**config.mk**
```make
export PLATFORM = sky130hd
export DESIGN_NAME = txring_walker
export DESIGN_NICKNAME = d
export VERILOG_FILES = /design/src/rtl/txr_pkg.sv /design/src/rtl/txr_seg_len.sv /design/src/rtl/txr_ring_ptr.sv /design/src/rtl/txr_byte_out.sv /design/src/rtl/txring_walker.sv
export SDC_FILE = /design/constraint.sdc
export NUM_CORES = 1
export LEC_CHECK = 0
export ABC_AREA = 0
export ABC_CLOCK_PERIOD_IN_PS = 3720
export BUFFER_PORTS_ARGS = -buffer_cell sky130_fd_sc_hd__buf_2
export CAP_MARGIN = 20
export CELL_PAD_IN_SITES_DETAIL_PLACEMENT = 0
export CELL_PAD_IN_SITES_GLOBAL_PLACEMENT = 1
export CORE_MARGIN = 4
export CORE_UTILIZATION = 37
export DETAILED_ROUTE_END_ITERATION = 16
export PLACE_DENSITY_LB_ADDON = 0.1
export SETUP_SLACK_MARGIN = 0.02
export SLEW_MARGIN = 10
export SYNTH_ARGS = -nofsm -noshare
export SYNTH_HDL_FRONTEND = slang
export SYNTH_SLANG_ARGS = --single-unit
```
**constraint.sdc**
```tcl
create_clock -name clk -period 3.72 [get_ports clk]
set_input_delay 0.186 -clock clk [delete_from_list [all_inputs] [get_ports clk]]
set_output_delay 0.186 -clock clk [all_outputs]
set_load 0.005 [all_outputs]
```
**src/rtl/txr_pkg.sv**
```systemverilog
package txr_pkg;
  localparam int unsigned OWN_BIT     = 31;
  localparam int unsigned EOF_BIT     = 29;
  localparam int unsigned WRAP_BIT    = 21;
  localparam int unsigned DESC_STRIDE = 32;
  localparam int unsigned WORD_BYTES  = 4;

  typedef enum logic [2:0] {
    WK_IDLE,
    WK_FRD,   // issue descriptor field read
    WK_FWT,   // capture descriptor field
    WK_BRD,   // issue buffer word read
    WK_BWT,   // load byte into output register
    WK_HOLD,  // wait for sink
    WK_WB     // write descriptor back, advance pointer
  } walk_st_t;
endpackage

```
**src/rtl/txr_seg_len.sv**
```systemverilog
module txr_seg_len #(
  parameter int LENW   = 12,
  parameter int B1_MAX = 2048
) (
  input  logic [2*LENW-1:0] size_pair,
  output logic [LENW:0]     seg_len,
  output logic              size_bad
);
  logic [LENW-1:0] len_a;
  logic [LENW-1:0] len_b;

  assign len_a    = size_pair[LENW-1:0];
  assign len_b    = size_pair[2*LENW-1:LENW];
  assign seg_len  = {1'b0, len_a} + {1'b0, len_b};
  assign size_bad = ({1'b0, len_a} > (LENW+1)'(B1_MAX)) || (len_b != '0);
endmodule

```
**src/rtl/txr_ring_ptr.sv**
```systemverilog
module txr_ring_ptr #(
  parameter int AW = 16
) (
  input  logic          clk,
  input  logic          rst,
  input  logic          base_we,
  input  logic [AW-1:0] base_in,
  input  logic          advance,
  input  logic          wrap,
  output logic [AW-1:0] cur
);
  localparam logic [AW-1:0] STEP = AW'(txr_pkg::DESC_STRIDE);

  logic [AW-1:0] base_q;

  always_ff @(posedge clk) begin
    if (rst) begin
      base_q <= '0;
      cur    <= '0;
    end else if (base_we) begin
      base_q <= base_in;
      cur    <= base_in;
    end else if (advance) begin
      cur <= wrap ? base_q : cur + STEP;
    end
  end
endmodule

```
**src/rtl/txr_byte_out.sv**
```systemverilog
module txr_byte_out #(
  parameter int BW = 8
) (
  input  logic          clk,
  input  logic          rst,
  input  logic          load,
  input  logic [BW-1:0] din,
  input  logic          last_in,
  input  logic          ready,
  output logic          valid,
  output logic [BW-1:0] data,
  output logic          last
);
  always_ff @(posedge clk) begin
    if (rst) begin
      valid <= 1'b0;
      data  <= '0;
      last  <= 1'b0;
    end else if (load) begin
      valid <= 1'b1;
      data  <= din;
      last  <= last_in;
    end else if (ready) begin
      valid <= 1'b0;
      last  <= 1'b0;
    end
  end
endmodule

```
**src/rtl/txring_walker.sv**
```systemverilog
module txring_walker #(
  parameter int AW   = 16,
  parameter int LENW = 12,
  parameter int B1_MAX = 2048
) (
  input  logic          clk,
  input  logic          rst,
  input  logic          poll_req,
  input  logic          base_load,
  input  logic [AW-1:0] base_addr,
  output logic          mem_rd_en,
  output logic [AW-1:0] mem_rd_addr,
  input  logic [31:0]   mem_rd_data,
  output logic          mem_wr_en,
  output logic [AW-1:0] mem_wr_addr,
  output logic [31:0]   mem_wr_data,
  output logic          tx_valid,
  input  logic          tx_ready,
  output logic [7:0]    tx_data,
  output logic          tx_last,
  output logic          frame_done,
  output logic          seg_err,
  output logic          busy
);
  import txr_pkg::*;

  localparam int CW    = LENW + 1;
  localparam int LANES = WORD_BYTES;

  walk_st_t        st;
  logic [1:0]      fidx;
  logic [31:0]     ctl_q;
  logic [2*LENW-1:0] size_q;
  logic [AW-1:0]   buf_q;
  logic [CW-1:0]   cnt;
  logic            pend;
  logic            done_q;
  logic            err_q;

  logic [AW-1:0]   ptr;
  logic [CW-1:0]   seg_len;
  logic            size_bad;
  logic [AW-1:0]   byte_addr;
  logic            last_byte;
  logic [7:0]      lane_byte [LANES];
  logic            want_walk;
  logic            base_we;
  logic            taken;

  txr_seg_len #(.LENW(LENW), .B1_MAX(B1_MAX)) u_len (
    .size_pair (size_q),
    .seg_len   (seg_len),
    .size_bad  (size_bad)
  );

  txr_ring_ptr #(.AW(AW)) u_ptr (
    .clk     (clk),
    .rst     (rst),
    .base_we (base_we),
    .base_in (base_addr),
    .advance (st == WK_WB),
    .wrap    (ctl_q[WRAP_BIT]),
    .cur     (ptr)
  );

  txr_byte_out #(.BW(8)) u_out (
    .clk     (clk),
    .rst     (rst),
    .load    (st == WK_BWT),
    .din     (lane_byte[byte_addr[1:0]]),
    .last_in (last_byte && ctl_q[EOF_BIT]),
    .ready   (tx_ready),
    .valid   (tx_valid),
    .data    (tx_data),
    .last    (tx_last)
  );

  // Byte lanes of the returned memory word, little-endian.
  for (genvar g = 0; g < LANES; g++) begin : g_lane
    assign lane_byte[g] = mem_rd_data[8*g +: 8];
  end

  assign byte_addr = buf_q + AW'(cnt);
  assign last_byte = (cnt == seg_len - CW'(1));
  assign want_walk = pend | poll_req;
  assign base_we   = (st == WK_IDLE) && base_load;
  assign taken     = tx_valid && tx_ready;

  assign mem_rd_en   = (st == WK_FRD) || (st == WK_BRD);
  assign mem_rd_addr = (st == WK_FRD) ? ptr + AW'({fidx, 2'b00})
                                      : {byte_addr[AW-1:2], 2'b00};
  assign mem_wr_en   = (st == WK_WB);
  assign mem_wr_addr = ptr;
  assign mem_wr_data = ctl_q & ~(32'd1 << OWN_BIT);
  assign busy        = (st != WK_IDLE);
  assign frame_done  = done_q;
  assign seg_err     = err_q;

  always_ff @(posedge clk) begin
    if (rst) begin
      st     <= WK_IDLE;
      fidx   <= '0;
      ctl_q  <= '0;
      size_q <= '0;
      buf_q  <= '0;
      cnt    <= '0;
      pend   <= 1'b0;
      done_q <= 1'b0;
      err_q  <= 1'b0;
    end else begin
      done_q <= 1'b0;
      err_q  <= 1'b0;
      if (st != WK_IDLE && poll_req) pend <= 1'b1;
      case (st)
        WK_IDLE: begin
          if (base_load) begin
            pend <= want_walk;
          end else if (want_walk) begin
            pend <= 1'b0;
            fidx <= '0;
            st   <= WK_FRD;
          end
        end
        WK_FRD: st <= WK_FWT;
        WK_FWT: begin
          case (fidx)
            2'd0: begin
              ctl_q <= mem_rd_data;
              if (!mem_rd_data[OWN_BIT]) begin
                st <= WK_IDLE;
              end else begin
                fidx <= 2'd1;
                st   <= WK_FRD;
              end
            end
            2'd1: begin
              size_q <= {mem_rd_data[16 +: LENW], mem_rd_data[LENW-1:0]};
              fidx   <= 2'd2;
              st     <= WK_FRD;
            end
            default: begin
              buf_q <= mem_rd_data[AW-1:0];
              cnt   <= '0;
              err_q <= size_bad;
              st    <= (seg_len == '0) ? WK_WB : WK_BRD;
            end
          endcase
        end
        WK_BRD: st <= WK_BWT;
        WK_BWT: st <= WK_HOLD;
        WK_HOLD: begin
          if (taken) begin
            if (last_byte) begin
              st <= WK_WB;
            end else begin
              cnt <= cnt + CW'(1);
              st  <= WK_BRD;
            end
          end
        end
        WK_WB: begin
          done_q <= ctl_q[EOF_BIT];
          fidx   <= '0;
          st     <= WK_FRD;
        end
        default: st <= WK_IDLE;
      endcase
    end
  end
endmodule

```
==> impl_results.md, run 1 <==
- CORE AREA: 20200 um^2
- Layout cells sized above 1: 0.249
- Number of max-slew violations in the final report: 0
- HP Start: mem_rd_data[28]
- Fmax: around 260 MHz
- Critical path type: flip-flop to flip-flop
- Area share of the largest cell type after synthesis: 0.355
- RR Startpoint: size_q[12]
- Async SR Flop Fraction: 0
- Post-synthesis area per instance: roughly 7.6 um^2
- Clock skew: 0.0133 ns
- FP Rows: 52
- Crit path max fanout: 7
- Post-route insts no fill: 1431
- Leakage: roughly 3.9 nW
- Peak supply drop: 0.000324 V
- Worst R2R End: cnt[11]
- Remaining global-route overflow: 0
- Warnings from Yosys: 0
- Die width: 151 um
- DPL Wire Length: ~18 mm
- Seq/Total Area, Yosys: 0.355
- GPL Wtd Cong: 0.823
- Total power: between 3 and 4 mW
- Clock root buffer: clkbuf_16
- Nets: between 1k and 1.5k
- WHS Path Cells: 3
- PD cells: between 300 and 400 nW/um^2
- Pin count of the biggest net entering global routing: 59
- Area grow syn2layout: 27.9%
- Largest area contributor in the netlist: dfxtp_1
- RSZ-0062 raised after global routing: true
- Fin crit period: 3.88 ns
- R2R cell count: 16
- Placed cells: 1386
- R2r setup slk: -0.16 ns
- Vias per cell: between 5 and 6
- FF+latch count, synth: 134
- Vias in the first global route: 7054
- Total iterations of the first detailed-routing run: 5
- Starting DRC count in detailed routing: approximately 420
- Post-synth EDFFs: 0
- Failing checks: setup timing
- Max-Cap Viols: 0
- Skew-Pair Late Insertion Delay: 0.43 ns
- Die height: around 150 um
- CTS Buf Count: 17
- Max Root-Sink Buffers: 2
- I/O pin cnt: between 100 and 150
- Critical path capture point type: flip-flop
- Synth top area cells: dfxtp_1 (35%), nand2_1 (12%), a21oi_1 (10%), ha_1 (5.1%), xnor2_1 (3.8%)
- CTS Sinks: 134
- Cell Area, Synth: around 7600 um^2
- DRT antenna net count: 0
- CTS tree: yes
- Crit path required time: 4.06 ns
- Final worst-path cycle share: 1.04
- CP startpoint kind: flip-flop
- Slew headroom: 0.356
- Vias: 7398
- Port Buffers: 130
- Synth cell types: 70
- Clk pin slew, worst setup/hold paths: 0.07 ns
- Critical Path AT: between 4 and 5 ns
- Worst hold path type: input port to flip-flop
- Total track usage: 0.224
- Antenna violations before repair: 0
- Post-synth net total: ~1.1k
- Hold Vio Cnt, Final: 0
- Global-route wire length before repair: ~39 mm
- Die area: roughly 23000 um^2
- Total Wirelength: 25.0 mm
- Avg WL per Cell: 17.5 um
- DRC violations left: 0
- Status: finished with violations
- Final setup violation count: 16
- Cells after Synth: between 900 and 1k
- N_diodes: 0
- Worst hold endpoint: ctl_q[28]
- Initial Util: 0.375
- Worst Setup Slack, final: -0.162 ns
- Worst Tran Pin Value: 0.963 ns
- Primary FF master, synth: dfxtp_1
- Htree depth: 4
==> worst max-delay path, cell delays in order, from the launching register on <==
cell and delay (ns):
dfxtp_2 0.35, ha_4 0.14, inv_2 0.03, fa_2 0.34
and2b_2 0.24, o211ai_1 0.13, o32a_1 0.32, o311a_1 0.32
and4bb_2 0.38, inv_2 0.07, nor4_4 0.19, xnor2_2 0.17
a311oi_4 0.07, buf_6 0.16, a21o_4 0.25, or4_4 0.51
a21oi_2 0.13
==> cell families (layout without fill, tap and decap cells) <==
family,count (synthesis),after routing,synth area share
mux,14,14,0.0318
simple gates,411,411,0.242
buf+inv,82,251,0.0437
fa+ha+maj,34,34,0.0592
xor+xnor,55,55,0.0665
compound gates,258,261,0.202
flops,134,134,0.355
other cells,1,1,0.000496
==> final cells by class <==
cell class	instances	area, um^2
Clock buffer	18	439
Clock inverter	14	148
Fill cell	2135	10500
Inverter	22	82.6
Multi-Input combinational cell	776	4800
Sequential cell	134	2690
Tap cell	270	338
Timing Repair Buffer	197	1170
==> per-stage QoR <==
stage / TNS [ns] / hold WS [ns] / utilization / setup slack (ns) / cell area, um^2
3_3_place_gp: -2.68 / 0.440 / 0.435 / -0.215 / 8770
2_1_floorplan: -0.929 / 0.314 / - / -0.0827 / 7590
4_1_cts: -1.79 / 0.0000514 / 0.474 / -0.144 / 9550
3_5_place_dp: -3.76 / 0.443 / 0.435 / -0.288 / 8770
5_1_grt: -4.46 / 0.0173 / 0.479 / -0.330 / 9670
6_report: -1.97 / 0.0114 / 0.479 / -0.162 / 9670
==> per-layer routing <==
layer  part of all wire  GRT usage  up-vias
met5                  0          0        -
met4              0.019     0.0666        0
met3              0.046     0.0446       28
met2               0.44      0.339      171
met1               0.49      0.321     3441
li1                   -          -     3758
==> worst max-delay path by stage <==
stage,endpoint,from,slack [ns],depth (start not counted)
after floorplan,cnt[6],size_q[12],-0.08,16
after global placement,cnt[8],size_q[12],-0.22,15
after detailed placement,cnt[0],size_q[12],-0.29,15
after CTS,cnt[0],size_q[12],-0.14,16
after global routing,cnt[10],size_q[12],-0.33,16
final,cnt[11],size_q[12],-0.16,16
==> cells in the mapped netlist, types with 7 or more instances <==
| library cell | number |
|---|---|
| xnor2_1 | 33 |
| nand4_1 | 7 |
| nor2_1 | 41 |
| or3_1 | 15 |
| a21oi_1 | 154 |
| dfxtp_1 | 134 |
| nor3_1 | 18 |
| ha_1 | 31 |
| nand2_1 | 246 |
| nor4_1 | 7 |
| or4_1 | 8 |
| and3_1 | 9 |
| o21ai_0 | 34 |
| xor2_1 | 20 |
| a21o_1 | 7 |
| nand2b_1 | 9 |
| nand3_1 | 25 |
| inv_1 | 20 |
| mux4_2 | 8 |
| nor2b_1 | 8 |
| clkbuf_1 | 52 |
| o21ai_1 | 9 |
==> flip-flops by register name, summed over array words and instances, names as in the netlist <==
signal,flops
frame_done,1
u_out.last,1
cnt,13
u_ptr.base_q,16
size_q,24
buf_q,16
pend,1
fidx,2
st,3
ctl_q,31
u_ptr.cur,16
u_out.data,8
seg_err,1
u_out.valid,1
==> cell usage in the layout (no fill, tap or decap), types with 9 or more instances in the layout <==
master	instances
xnor2_1	31
and3_1	9
nand2_1	245
or3_1	14
clkbuf_16	17
inv_6	9
buf_2	129
o21ai_0	28
nand2b_1	9
a21oi_2	12
nor3_1	15
ha_1	30
dfxtp_1	131
xor2_1	19
nor2_1	41
a21oi_1	141
buf_4	62
o21ai_1	11
inv_1	19
nand3_1	24
==> where the power goes <==
part	switching, mW	leakage [nW]	internal (mW)	total (mW)
Clock	0.730	0.288	0.968	1.70
Combinational	0.209	2.48	0.132	0.342
Sequential	0.0511	1.09	1.48	1.53
==> what timing repair did <==
| action | in CTS | in global routing |
|---|---|---|
| endpoints found under the hold margin | 4 | 0 |
| pin swaps | 22 | 12 |
| resized for setup | 25 | 24 |
| cloned | 3 | 0 |
| hold buffers | 4 | 0 |
| endpoints found under the setup margin | 20 | 19 |
| setup buffers | 3 | 3 |
Power figures use the tool's default switching activity.
==> run 2, diff against run 1 <==
--- a/config.mk
+++ b/config.mk
@@ -6,13 +6,13 @@
 export NUM_CORES = 1
 export LEC_CHECK = 0
 export ABC_AREA = 0
-export ABC_CLOCK_PERIOD_IN_PS = 3720
+export ABC_CLOCK_PERIOD_IN_PS = 4200
 export BUFFER_PORTS_ARGS = -buffer_cell sky130_fd_sc_hd__buf_2
 export CAP_MARGIN = 20
 export CELL_PAD_IN_SITES_DETAIL_PLACEMENT = 0
 export CELL_PAD_IN_SITES_GLOBAL_PLACEMENT = 1
 export CORE_MARGIN = 4
-export CORE_UTILIZATION = 37
+export CORE_UTILIZATION = 41
 export DETAILED_ROUTE_END_ITERATION = 16
 export PLACE_DENSITY_LB_ADDON = 0.1
 export SETUP_SLACK_MARGIN = 0.02
==> constraint.sdc (replaced) <==
create_clock -name clk -period 4.2 [get_ports clk]
set_input_delay 0.21 -clock clk [delete_from_list [all_inputs] [get_ports clk]]
set_output_delay 0.21 -clock clk [all_outputs]
set_load 0.005 [all_outputs]
==> impl_results.md, run 2 (same netlist as run 1, synthesis figures left out) <==
- Critical Path AT: 4.43 ns (+0.21 ns)
- Die height: 144 um (-4.7%)
- Critical path type: flip-flop to flip-flop
- Total Wirelength: 23.9 mm (-4.2%)
- Antenna violations before repair: 0 (unchanged)
- Nets: 1185 (-4.0%)
- Top layer reached by signal wires: met4
- Met1 WL: 11.5 mm (-6.6%)
- CORE AREA: 18000 um^2 (-11%)
- Regs by FF count: ctl_q (31), size_q (24)
- R2R cell count: 17 (+1)
- Slew headroom: 0.350 (-0.00637)
- Layout cells sized above 1: 0.195 (-0.0536)
- CTS Buf Count: 17 (unchanged)
- Avg WL per Cell: 17.9 um (+2.3%)
- CP endpoint: cnt[1]
- Layout Utilization: 0.504 (+0.0245)
- # hold bufs at CTS: 0 (-4)
- DRC violations left: 0 (unchanged)
- Crit path max fanout: 5 (-2)
- DR WL met2: 10.8 mm (-2.1%)
- RR Startpoint: size_q[0]
- Starting DRC count in detailed routing: 455 (+8.6%)
- N_diodes: 0 (unchanged)
- Worst R2R End: cnt[1]
- Worst Setup Slack, final: 0.119 ns (+0.280 ns)
- DPL Wire Length: 17.6 mm (-4.6%)
- Initial Util: 0.420 (+0.0446)
- Multi-input logic area: 4640 um^2 (-3.4%)
- Worst hold path type: input port to flip-flop
- Fmax: 245 MHz (-4.9%)
- PD cells: 350 nW/um^2 (-5.2%)
- Skew-Pair Late Insertion Delay: 0.42 ns (about the same)
- Clk pin slew, worst setup/hold paths: 0.07 ns (about the same)
- Final worst-path cycle share: 0.972 (-0.0716)
- Remaining global-route overflow: 0 (unchanged)
- Routed wl met3: 1.33 mm (+17%)
- Crit path required time: 4.55 ns (+0.49 ns)
- Area grow syn2layout: 20.1%
- Post-route insts no fill: 1340 (-6.4%)
- R2r setup slk: 0.12 ns (+0.28 ns)
- Die width: 144 um (-4.7%)
- Worst Tran Pin Value: 0.972 ns (+0.00953 ns)
- Pre-CTS setup slack: 0.0717 ns (+0.360 ns)
- Leakage: 3.55 nW (-7.9%)
- Vias per cell: 5.41 (+4.6%)
- Global-route wire length before repair: 37.3 mm (-5.4%)
- Fin crit period: 4.08 ns (+0.200 ns)
- Number of max-slew violations in the final report: 0 (unchanged)
- Max Root-Sink Buffers: 2 (unchanged)
- Die area: 20700 um^2 (-9.3%)
- CP startpoint kind: flip-flop
- Htree depth: 4 (unchanged)
- Commonest non-fill, non-tap cell in the layout: nand2_1
- Vias in the first global route: 6700 (-5.0%)
- Clock root buffer: clkbuf_16
- Status: completed
- Port Buffers: 130 (unchanged)
- Max reg flops: 31 (unchanged)
- I/O pin cnt: 132 (unchanged)
- Max-Cap Viols: 0 (unchanged)
- Total track usage: 0.231 (+0.00784)
- Vias: 7248 (-2.0%)
- Biggest register: ctl_q
- Reg area: 2690 um^2 (-0.14%)
- GPL Wtd Cong: 0.862 (+4.7%)
- Peak supply drop: 0.000382 V (+18%)
- Placed cells: 1304 (-5.9%)
- FP Rows: 49 (-5.8%)
- # fillers: 1874 (-12%)
- Hold Vio Cnt, Final: 0 (unchanged)
- DRT antenna net count: 0 (unchanged)
- CTS Sinks: 134 (unchanged)
- Final setup violation count: 0 (-16)
- Total iterations of the first detailed-routing run: 7 (+2)
- Most frequent cells in the layout: nand2_1 (246), a21oi_1 (153), dfxtp_1 (132)
- CTS tree: yes
- Critical path capture point type: flip-flop
- Crit. Startpoint: size_q[0]
- Clock skew: 0.0103 ns (-0.00301 ns)
- Pin count of the biggest net entering global routing: 48 (-19%)
[run 2: changes by cell type in the layout (fill, tap and decap cells not counted), moves of 5 or more]
| cell | change |
|---|---|
| a21oi_1 | +12 |
| buf_4 | -45 |
| a21oi_2 | -11 |
| inv_6 | -5 |
[run 2: area by class of cell]
type                    count  area share
clock buffers              18      0.0472
clock inverters            14      0.0182
inverters                  22     0.00909
multi-input cells         775       0.511
flip-flops and latches    134       0.296
well taps                 229      0.0315
repair buffers            148      0.0876
[run 2: worst min path at each step]
stage / startpoint / endpoint / cells past startpoint
after floorplan: base_addr[0] / u_ptr.base_q[0] / 2
after global placement: u_out.data[5] / u_out.data[5] / 2
after detailed placement: ctl_q[4] / ctl_q[4] / 2
after CTS: base_addr[3] / u_ptr.base_q[3] / 3
after global routing: base_addr[0] / u_ptr.base_q[0] / 3
final: base_addr[3] / u_ptr.base_q[3] / 3
[run 2: power breakdown]
group	switching (mW)	internal, mW
Combinational	0.175	0.112
Clock	0.641	0.891
Sequential	0.0479	1.31
Total	0.864	2.32
[run 2: critical path, cell delays in order, from the launching register on]
cell      delay, ns
dfxtp_2        0.34
ha_2           0.17
inv_1          0.06
fa_2           0.36
and2b_1        0.22
o211ai_1       0.11
o32a_1         0.31
o311a_1        0.37
and4bb_4       0.37
inv_2          0.05
nor4_2         0.25
xnor2_1        0.21
a311oi_4       0.06
buf_6          0.15
buf_6          0.13
or2_2          0.28
or3b_2         0.44
a21oi_1        0.14
[run 2: repair_timing]
action / 4_1_cts / 5_1_grt
buffers inserted: 0 / 2
pin swaps: 1 / 7
gates resized for setup: 1 / 17
endpoints found under the setup margin: 11 / 17
gates cloned: 0 / 2
endpoints found under the hold margin: 0 / 0
[run 2: metrics by stage]
step	power (mW)	area [um^2]	hold slack, ns	TNS, ns
3_3_place_gp	1.68	8390	0.439	0
4_1_cts	3.20	8990	0.0168	0
5_1_grt	3.30	9080	0.0373	-0.0260
2_1_floorplan	1.54	7560	0.346	0
6_report	3.18	9080	0.0271	0
3_5_place_dp	1.68	8390	0.445	0
[run 2: per-layer routing]
layer  global-route usage  up-vias
li1                     -     3668
met1                0.329     3382
met2                0.353      177
met3               0.0602       21
met4               0.0540        0
met5                    0        -
==> run 3, diff against run 2 <==
--- a/config.mk
+++ b/config.mk
@@ -14,7 +14,7 @@
 export CORE_MARGIN = 4
 export CORE_UTILIZATION = 41
 export DETAILED_ROUTE_END_ITERATION = 16
-export PLACE_DENSITY_LB_ADDON = 0.1
+export PLACE_DENSITY = 0.91
 export SETUP_SLACK_MARGIN = 0.02
 export SLEW_MARGIN = 10
 export SYNTH_ARGS = -nofsm -noshare
==> impl_results.md, run 3 (same netlist as run 1, synthesis figures left out) <==
- # fillers: 1799 (-4.0%)
- Die height: 144 um (unchanged)
- Starting DRC count in detailed routing: 496 (+9.0%)
- Grt met2 use: 0.330 (-0.0239)
- Crit path max fanout: 5 (unchanged)
- Final setup violation count: 0 (unchanged)
- Clock skew: 0.00918 ns (-0.00109 ns)
- FP Rows: 49 (unchanged)
- Post-DP Area: 8370 um^2 (-0.18%)
- GPL Wtd Cong: 0.872 (+1.1%)
- Max reg flops: 31 (unchanged)
- Critical Path AT: 4.35 ns (-0.08 ns)
- Setup TNS: 0 ns (unchanged)
- Final instance area: 9040 um^2 (-0.47%)
- Hold Vio Cnt, Final: 0 (unchanged)
- Die area: 20700 um^2 (unchanged)
- I/O pin cnt: 132 (unchanged)
- Total power: 3.09 mW (-2.9%)
- DRT antenna net count: 0 (unchanged)
- Total iterations of the first detailed-routing run: 6 (-1)
- Leakage: 3.53 nW (-0.68%)
- CP startpoint kind: flip-flop
- Crit path required time: 4.47 ns (-0.08 ns)
- Worst-path cell chain: ha_4 > inv_2 > fa_2 > and2b_1 > o211ai_1 > o32a_1 > o311a_1 > and4bb_4 > xnor2_2 > a31oi_1 > or4_4 > a311oi_4 > buf_4 > or2_4 > or3b_4 > a21oi_2
- Remaining global-route overflow: 0 (unchanged)
- Met1 usage: 0.300 (-0.0289)
- Status: completed
- Max-Cap Viols: 0 (unchanged)
- Nets: 1182 (-0.25%)
- Max Root-Sink Buffers: 2 (unchanged)
- Skew-Pair Late Insertion Delay: 0.42 ns (about the same)
- Peak per-stage delay on the critical path: 0.50 ns (+0.06 ns)
- Vias per cell: 5.51 (+1.8%)
- Worst Tran Pin Value: 1.02 ns (+0.0444 ns)
- Global-route wire length before repair: 35.5 mm (-5.0%)
- Total Wirelength: 22.5 mm (-6.2%)
- Slew headroom: 0.320 (-0.0297)
- DPL Wire Length: 16.3 mm (-7.0%)
- Total track usage: 0.213 (-0.0185)
- Multi-input logic area: 4650 um^2 (+0.30%)
- PD cells: 342 nW/um^2 (-2.4%)
- Die width: 144 um (unchanged)
- Most frequent cells in the layout: nand2_1 (246), a21oi_1 (152), dfxtp_1 (132)
- Pin count of the biggest net entering global routing: 87 (+81%)
- Regs by FF count: ctl_q (31), size_q (24)
- Delay-heaviest family, CP: compound AO/OA/AOI/OAI gates
- Critical path capture point type: flip-flop
- Fmax: 245 MHz (+0.14%)
- M3 GR Usage: 0.0443 (-0.0160)
- Commonest non-fill, non-tap cell in the layout: nand2_1
- Biggest register: ctl_q
- Layout cells sized above 1: 0.194 (-0.00128)
- Critical path type: flip-flop to flip-flop
- CORE AREA: 18000 um^2 (unchanged)
- Worst hold path type: input port to flip-flop
- Slowest-stage cell, CP: or4_4
- Gr busiest metal: met2
- Initial Util: 0.420 (unchanged)
- Area grow syn2layout: 19.6%
- CTS Sinks: 134 (unchanged)
- Vias: 7363 (+1.6%)
- N_diodes: 0 (unchanged)
- Port Buffers: 130 (unchanged)
- Antenna violations before repair: 0 (unchanged)
- Clock root buffer: clkbuf_16
- WP buf/inv: 2 (-2)
- Peak supply drop: 0.000304 V (-20%)
- Reg area: 2690 um^2 (unchanged)
- Htree depth: 4 (unchanged)
- Vias in the first global route: 6824 (+1.9%)
- Avg WL per Cell: 16.8 um (-6.0%)
- Fin crit period: 4.08 ns (-0.00564 ns)
- CTS Buf Count: 17 (unchanged)
- Clk pin slew, worst setup/hold paths: 0.06 ns (about the same)
- CTS tree: yes
- Final worst-path cycle share: 0.970 (-0.00134)
- DRC violations left: 0 (unchanged)
- Number of max-slew violations in the final report: 0 (unchanged)
## run 3: worst paths after layout
| check | start | end | slack, ns | depth (start not counted) |
|---|---|---|---|---|
| setup / recovery | size_q[12] | cnt[1] | 0.12 | 16 |
| hold / removal | mem_rd_data[29] | ctl_q[29] | 0.04 | 3 |
| setup reg to reg | size_q[12] | cnt[1] | 0.12 | 16 |
| hold reg to reg | u_out.data[7] | u_out.data[7] | 0.45 | 2 |
## run 3: final cells by class
class,count,area share
inverters,22,0.00913
well taps,229,0.0317
clock inverters,13,0.0138
flip-flops and latches,134,0.297
repair buffers,145,0.0847
clock buffers,19,0.0490
multi-input cells,775,0.515
## run 3: report_power, final
part | internal (mW) | total, mW | switching, mW
Sequential | 1.31 | 1.36 | 0.0444
Combinational | 0.112 | 0.282 | 0.171
Clock | 0.836 | 1.45 | 0.612
## run 3: worst min-delay path, cell delays in order
cell and delay, ns:
buf_2 0.10, nand2_1 0.05, a21oi_1 0.05
## run 3: repair_timing
| item | CTS | global route |
|---|---|---|
| resized for setup | 1 | 19 |
| pin swaps | 0 | 15 |
| setup buffers | 0 | 1 |
| hold buffers | 0 | 0 |
| cloned | 0 | 2 |
| endpoints found under the setup margin | 1 | 17 |
## run 3: metal layers
layer	up-vias	wire [um]
li1	3655	-
met5	-	0
met4	0	434
met3	36	1400
met1	3443	10400
met2	229	10200
## run 3: per-stage QoR
| step | utilization | hold slack, ns | instances | setup WS [ns] |
|---|---|---|---|---|
| 2_1_floorplan | - | 0.346 | 989 | 0.271 |
| 3_3_place_gp | 0.465 | 0.439 | 1302 | 0.0830 |
| 3_5_place_dp | 0.465 | 0.446 | 1302 | 0.0249 |
| 4_1_cts | 0.496 | 0.0316 | 1334 | 0.0405 |
| 5_1_grt | 0.502 | 0.0518 | 1337 | -0.0162 |
| 6_report | 0.502 | 0.0426 | 1337 | 0.124 |
